**config.mk**
```make
export PLATFORM = sky130hd
export DESIGN_NAME = burstReadEngine
export DESIGN_NICKNAME = d
export VERILOG_FILES = /design/src/rtl/brePkg.sv /design/src/rtl/breCtrl.sv /design/src/rtl/breDatapath.sv /design/src/rtl/burstReadEngine.sv
export SDC_FILE = /design/constraint.sdc
export NUM_CORES = 1
export LEC_CHECK = 0
export BUFFER_PORTS_ARGS = -buffer_cell sky130_fd_sc_hd__buf_2
export CORE_ASPECT_RATIO = 0.75
export CORE_UTILIZATION = 51
export DETAILED_ROUTE_END_ITERATION = 7
export PLACE_DENSITY = 0.75
export SLEW_MARGIN = 10
export SYNTH_ARGS = -nofsm -noshare
export SYNTH_HDL_FRONTEND = slang
export SYNTH_SLANG_ARGS = --single-unit
```
**constraint.sdc**
```tcl
create_clock -name clk -period 2.15 [get_ports clk]
set_input_delay 0.43 -clock clk [delete_from_list [all_inputs] [get_ports clk]]
set_output_delay 0.43 -clock clk [all_outputs]
set_load 0.005 [all_outputs]
```
**src/rtl/brePkg.sv**
```systemverilog
package brePkg;
  localparam int OFS_W = 3;

  localparam int CFG_WAIT_LO = 0;
  localparam int CFG_KIND_LO = 4;
  localparam int CFG_EARLY   = 6;

  typedef enum logic [1:0] {
    WRAP_NONE = 2'd0,
    WRAP_8    = 2'd1,
    WRAP_16   = 2'd2
  } wrapSelT;

  typedef struct packed {
    logic    load;
    logic    step;
    wrapSelT wrapSel;
    logic    syncMode;
  } bStrobeT;
endpackage

```
**src/rtl/breCtrl.sv**
```systemverilog
module breCtrl
  import brePkg::*;
#(
  parameter int CFG_W = 7
) (
  input  logic             clk,
  input  logic             rstN,
  input  logic             chipEn,
  input  logic             addrValid,
  input  logic [OFS_W-1:0] startOfs,
  input  logic             cfgWrEn,
  input  logic [CFG_W-1:0] cfgData,
  input  logic [OFS_W-1:0] curOfs,
  output bStrobeT          strobe,
  output logic             ready
);
  typedef enum logic [1:0] {S_IDLE, S_WAIT, S_STREAM, S_BWAIT} stT;

  localparam int LEN_W = 5;

  stT st, stNext;
  logic cfgDone, earlyCfg, dataValid, validNext;
  logic [3:0] waitCfg, waitCnt, waitEff;
  logic [1:0] kindCfg;
  logic [OFS_W-1:0] bndCnt, pendWait;
  logic [LEN_W-1:0] lenCnt, burstLen;
  logic doLoad, doStep, enterBw, isCont;

  assign isCont   = (kindCfg == 2'd0) || (kindCfg == 2'd3);
  assign burstLen = (kindCfg == 2'd1) ? LEN_W'(8) : LEN_W'(16);
  assign waitEff  = (waitCfg < 4'd2) ? 4'd2 : waitCfg;

  always_comb begin
    stNext    = st;
    validNext = 1'b0;
    doLoad    = 1'b0;
    doStep    = 1'b0;
    enterBw   = 1'b0;
    if (!chipEn || cfgWrEn) begin
      stNext = S_IDLE;
    end else if (addrValid && cfgDone) begin
      stNext = S_WAIT;
      doLoad = 1'b1;
    end else begin
      case (st)
        S_WAIT:   doStep = (waitCnt == 4'd0);
        S_STREAM: doStep = 1'b1;
        S_BWAIT:  if (bndCnt == OFS_W'(1)) stNext = S_STREAM;
        default:  stNext = S_IDLE;
      endcase
      if (doStep) begin
        validNext = 1'b1;
        stNext    = S_STREAM;
        if (!isCont && lenCnt == burstLen - LEN_W'(1)) begin
          stNext = S_IDLE;
        end else if (isCont && pendWait != '0 && curOfs == '1) begin
          stNext  = S_BWAIT;
          enterBw = 1'b1;
        end
      end
    end
  end

  always_ff @(posedge clk) begin
    if (!rstN) begin
      st        <= S_IDLE;
      cfgDone   <= 1'b0;
      waitCfg   <= 4'd2;
      kindCfg   <= 2'd0;
      earlyCfg  <= 1'b0;
      dataValid <= 1'b0;
      waitCnt   <= '0;
      bndCnt    <= '0;
      pendWait  <= '0;
      lenCnt    <= '0;
    end else begin
      st        <= stNext;
      dataValid <= validNext;
      if (cfgWrEn) begin
        cfgDone  <= 1'b1;
        waitCfg  <= cfgData[CFG_WAIT_LO +: 4];
        kindCfg  <= cfgData[CFG_KIND_LO +: 2];
        earlyCfg <= cfgData[CFG_EARLY];
      end
      if (doLoad) begin
        waitCnt  <= waitEff - 4'd1;
        pendWait <= isCont ? startOfs : '0;
        lenCnt   <= '0;
      end else if (st == S_WAIT && waitCnt != 4'd0) begin
        waitCnt <= waitCnt - 4'd1;
      end
      if (doStep) lenCnt <= lenCnt + LEN_W'(1);
      if (st == S_BWAIT) bndCnt <= bndCnt - OFS_W'(1);
      if (enterBw) begin
        bndCnt   <= pendWait;
        pendWait <= '0;
      end
    end
  end

  always_comb begin
    strobe.load     = doLoad;
    strobe.step     = doStep;
    strobe.syncMode = cfgDone;
    case (kindCfg)
      2'd1:    strobe.wrapSel = WRAP_8;
      2'd2:    strobe.wrapSel = WRAP_16;
      default: strobe.wrapSel = WRAP_NONE;
    endcase
  end

  assign ready = chipEn & (cfgDone ? (earlyCfg ? validNext : dataValid) : 1'b1);

  // a low chip enable leaves no valid word behind it
  p_ce_off_quiet_r9: assert property (@(posedge clk) disable iff (!rstN)
    !chipEn |=> !dataValid);
  // a boundary pause carries no valid word after its first cycle
  p_bwait_quiet_r6: assert property (@(posedge clk) disable iff (!rstN)
    (st == S_BWAIT) |=> !dataValid);
  // no burst state is reached without a configuration write
  p_no_burst_unconfigured_r1: assert property (@(posedge clk) disable iff (!rstN)
    !cfgDone |=> (st == S_IDLE));
  // the latency counter never starts above the legal maximum
  p_wait_legal_r4: assert property (@(posedge clk) disable iff (!rstN)
    doLoad |=> (waitCnt <= 4'd14));
endmodule

```
**src/rtl/breDatapath.sv**
```systemverilog
module breDatapath
  import brePkg::*;
#(
  parameter int              ADDR_W = 12,
  parameter int              DATA_W = 16,
  parameter logic [DATA_W-1:0] SEED = 16'hA5C3
) (
  input  logic              clk,
  input  logic              rstN,
  input  logic [ADDR_W-1:0] addr,
  input  logic              chipEn,
  input  bStrobeT           strobe,
  output logic [OFS_W-1:0]  curOfs,
  output logic [DATA_W-1:0] rdData
);
  localparam int LO8  = 3;
  localparam int LO16 = 4;

  logic [ADDR_W-1:0] addrCnt, nextAddr;
  logic [DATA_W-1:0] outWord;

  function automatic logic [DATA_W-1:0] wordAt(input logic [ADDR_W-1:0] a);
    return DATA_W'(a) ^ SEED;
  endfunction

  always_comb begin
    case (strobe.wrapSel)
      WRAP_8:  nextAddr = {addrCnt[ADDR_W-1:LO8], addrCnt[LO8-1:0] + LO8'(1)};
      WRAP_16: nextAddr = {addrCnt[ADDR_W-1:LO16], addrCnt[LO16-1:0] + LO16'(1)};
      default: nextAddr = addrCnt + ADDR_W'(1);
    endcase
  end

  always_ff @(posedge clk) begin
    if (!rstN) begin
      addrCnt <= '0;
      outWord <= '0;
    end else if (strobe.load) begin
      addrCnt <= addr;
    end else if (strobe.step) begin
      outWord <= wordAt(addrCnt);
      addrCnt <= nextAddr;
    end
  end

  assign curOfs = addrCnt[OFS_W-1:0];
  assign rdData = !chipEn ? '0 : (strobe.syncMode ? outWord : wordAt(addr));

  // a sequential step moves the counter to the next address
  p_seq_step_r5: assert property (@(posedge clk) disable iff (!rstN)
    (strobe.step && strobe.wrapSel == WRAP_NONE) |=> (addrCnt == $past(addrCnt) + ADDR_W'(1)));
  // a wrapping step keeps the block-select bits
  p_wrap_block_r8: assert property (@(posedge clk) disable iff (!rstN)
    (strobe.step && strobe.wrapSel != WRAP_NONE) |=> (addrCnt[ADDR_W-1:LO16] == $past(addrCnt[ADDR_W-1:LO16])));
  // the output word holds when no word is delivered
  p_hold_word_r7: assert property (@(posedge clk) disable iff (!rstN)
    !strobe.step |=> $stable(outWord));
endmodule

```
**src/rtl/burstReadEngine.sv**
```systemverilog
module burstReadEngine
  import brePkg::*;
#(
  parameter int                ADDR_W = 12,
  parameter int                DATA_W = 16,
  parameter int                CFG_W  = 7,
  parameter logic [DATA_W-1:0] SEED   = 16'hA5C3
) (
  input  logic              clk,
  input  logic              rstN,
  input  logic [ADDR_W-1:0] addr,
  input  logic              addrValid,
  input  logic              chipEn,
  input  logic              cfgWrEn,
  input  logic [CFG_W-1:0]  cfgData,
  output logic [DATA_W-1:0] rdData,
  output logic              ready
);
  bStrobeT          strobe;
  logic [OFS_W-1:0] curOfs;

  breCtrl #(.CFG_W(CFG_W)) i_ctrl (
    .clk      (clk),
    .rstN     (rstN),
    .chipEn   (chipEn),
    .addrValid(addrValid),
    .startOfs (addr[OFS_W-1:0]),
    .cfgWrEn  (cfgWrEn),
    .cfgData  (cfgData),
    .curOfs   (curOfs),
    .strobe   (strobe),
    .ready    (ready)
  );

  breDatapath #(.ADDR_W(ADDR_W), .DATA_W(DATA_W), .SEED(SEED)) i_dp (
    .clk   (clk),
    .rstN  (rstN),
    .addr  (addr),
    .chipEn(chipEn),
    .strobe(strobe),
    .curOfs(curOfs),
    .rdData(rdData)
  );
endmodule

```
==> results.json <==
{
  "outcome": "complete, no violations",
  "powerDensity_mw_per_mm2": 549.6,
  "hpwl_um": 4604,
  "synth_xor_area_frac": 0.03131,
  "synth_compound_gate_area_share": 0.1856,
  "cp.required_ns": 1.72,
  "ant_nets": 0,
  "clock_path_buffers": 2,
  "htree_levels": 2,
  "tightestPinTransition_ns": 0.5264,
  "dp_worst_setup_slack_ns": 0.1616,
  "fillers": 469,
  "grt_util_all_layers": 0.2443,
  "cts_inserted_buffers": 5,
  "grt_pass1_vias": 2285,
  "synth_fa_ha_area_frac": 0.04919,
  "wirelength_um": 6475,
  "path_clk_slew_ns": 0.09,
  "synth-simple-area-share": 0.2451,
  "root_buffer": "clkbuf_8",
  "slew_violations": 0,
  "cts_sinks": 51,
  "hold_ws_ns": 0.3384,
  "fin_crit_sh": 0.9894,
  "synth.area.mux_share": 0.06440,
  "netlist_instances": 343,
  "mostFrequentLayoutCells": "nand2_1, dfxtp_1, buf_2",
  "syn_area_mm2": 0.002798,
  "initial_utilization": 0.5494,
  "viasPerCell": 5.600,
  "cap_violations": 0,
  "post-route-min-period_ns": 2.127,
  "ctsHoldBuffers": 0,
  "ys_seq_area_frac": 0.3649,
  "rsz0062_at_grt": "yes",
  "io_buffer_count": 38,
  "vias": 2565,
  "drc": 0,
  "end_kind": "output port",
  "hp-class": "in2reg",
  "vdd.ir_drop.worst_v": 0.0003177,
  "coreArea_mm2": 0.005092,
  "synth_warnings": 0,
  "leakagePower_nw": 1.254,
  "critical_path.startpoint_type": "flop",
  "relSlewSlack": 0.6491,
  "ys_seq_elements": 51,
  "syn_to_final_growth_pct": 15.79,
  "layout-drive-gt1-share": 0.2047,
  "cp_max_fo": 3,
  "num_rows": 22,
  "synth_top_family_by_area": "simple AND/OR/NAND/NOR gates",
  "final_common_cell": "nand2_1",
  "wl_per_cell_um": 14.14,
  "grt_max_degree": 24,
  "avgSynthCellArea_um2": 8.157,
  "dieArea_mm2": 0.005789,
  "critPathKind": "reg2out",
  "drt_first_pass_iters": 5,
  "hold_viol_final": 0,
  "arrival_ns": 1.70,
  "antenna_found_initial": 0,
  "overflow": 0,
  "grt_pass1_wl_um": 10780,
  "synth_edf_count": 0,
  "worst_clock_skew_ns": 0.004829,
  "setup_slack_ns": 0.02288,
  "drt-initial-drc-count": 178,
  "clkLatencyLatePin_ns": 0.31,
  "synth_cell_types": 51,
  "die_x_um": 87.53,
  "place_congestion": 0.8296,
  "diodes": 0,
  "fmax_mhz": 470.1,
  "async_flop_share": 0,
  "synth_ff_type": "dfxtp_1",
  "nets": 420,
  "ios": 41,
  "cts_tree": "built",
  "fp.dieH_um": 66.14,
  "finalSetupViolCount": 0
}
## critical path, cell delays in order, from the launching register on
cell      delay (ns)
dfxtp_4         0.36
inv_2           0.04
ha_4            0.16
nor2b_4         0.13
a21o_2          0.23
and2_4          0.14
mux2i_1         0.12
a21boi_1        0.08
buf_2           0.13
## cell type report
cell class,instances,area (um^2),area share
multi-input cells,261,1658,0.5118
well taps,72,90.09,0.02781
flip-flops and latches,51,1028,0.3175
clock buffers,8,100.1,0.03090
repair buffers,55,321.6,0.09927
inverters,11,41.29,0.01275
## metal layers
layer,routed length (um),up-vias,share of wire,GRT usage
met5,0,-,0,0
met4,70,0,0.011,0.06148
met3,298,8,0.046,0.04120
met2,2932,60,0.45,0.3975
met1,3173,1207,0.49,0.3367
li1,-,1290,-,-
## cell families after synthesis
family	after synthesis
other cells	1
mux	18
flops	51
fa+ha+maj	11
compound gates	80
buf+inv	32
xor+xnor	10
simple gates	140
## final timing paths
kind	start	end	slack, ns	depth (start not counted)
worst max-delay path	i_ctrl.st[1]	ready	0.02	8
worst min-delay path	cfgData[1]	i_ctrl.waitCfg[1]	0.34	3
worst max register to register	i_ctrl.cfgDone	i_ctrl.waitCnt[2]	0.25	8
worst min register to register	i_dp.outWord[13]	i_dp.outWord[13]	0.46	2
## power by group
part,internal (W),switching [W]
clock,0.000294,0.000311
combinational,0.0000881,0.000110
sequential,0.000958,0.0000190
total,0.00134,0.000440
## synthesized netlist by cell type, types with 3 or more instances
master | count | area (um^2)
nand2_1 | 53 | 198.9
dfxtp_1 | 51 | 1021
a21oi_1 | 27 | 135.1
nor2_1 | 23 | 86.33
nand3_1 | 21 | 105.1
mux2i_1 | 18 | 180.2
o21ai_0 | 17 | 85.08
ha_1 | 11 | 137.6
a31oi_1 | 10 | 62.56
inv_1 | 10 | 37.54
and2_1 | 8 | 50.05
clkbuf_1 | 8 | 30.03
nor2b_1 | 7 | 43.79
buf_4 | 6 | 45.04
nand2b_1 | 6 | 37.54
xnor2_1 | 5 | 43.79
xor2_1 | 5 | 43.79
buf_2 | 4 | 20.02
nand4_1 | 4 | 25.02
nor3_1 | 4 | 20.02
a211oi_1 | 3 | 22.52
or3_1 | 3 | 18.77
## flip-flops by register name (all words and copies together) (netlist names)
register / flops
i_dp.outWord: 13
i_dp.addrCnt: 12
i_ctrl.lenCnt: 5
i_ctrl.waitCfg: 4
i_ctrl.waitCnt: 4
i_ctrl.bndCnt: 3
i_ctrl.pendWait: 3
i_ctrl.kindCfg: 2
i_ctrl.st: 2
i_ctrl.cfgDone: 1
i_ctrl.dataValid: 1
i_ctrl.earlyCfg: 1
## what timing repair did
item                                    4_1_cts  5_1_grt
endpoints found under the setup margin        1        1
setup buffers                                 2        0
pin swaps                                     2        3
resized for setup                             8        7
## through the flow
stage	total power, W	util	setup TNS, ns	area [um^2]	instances
after global routing	0.001859	0.6361	-0.08024	3239	458
after floorplan	0.001118	-	0	2801	344
after global placement	0.001192	0.6034	0	3073	448
after detailed placement	0.001195	0.6034	0	3073	448
after CTS	0.001789	0.6310	0	3213	458
final	0.001780	0.6361	0	3239	458
No activity file was read; power rests on OpenSTA's default activity.
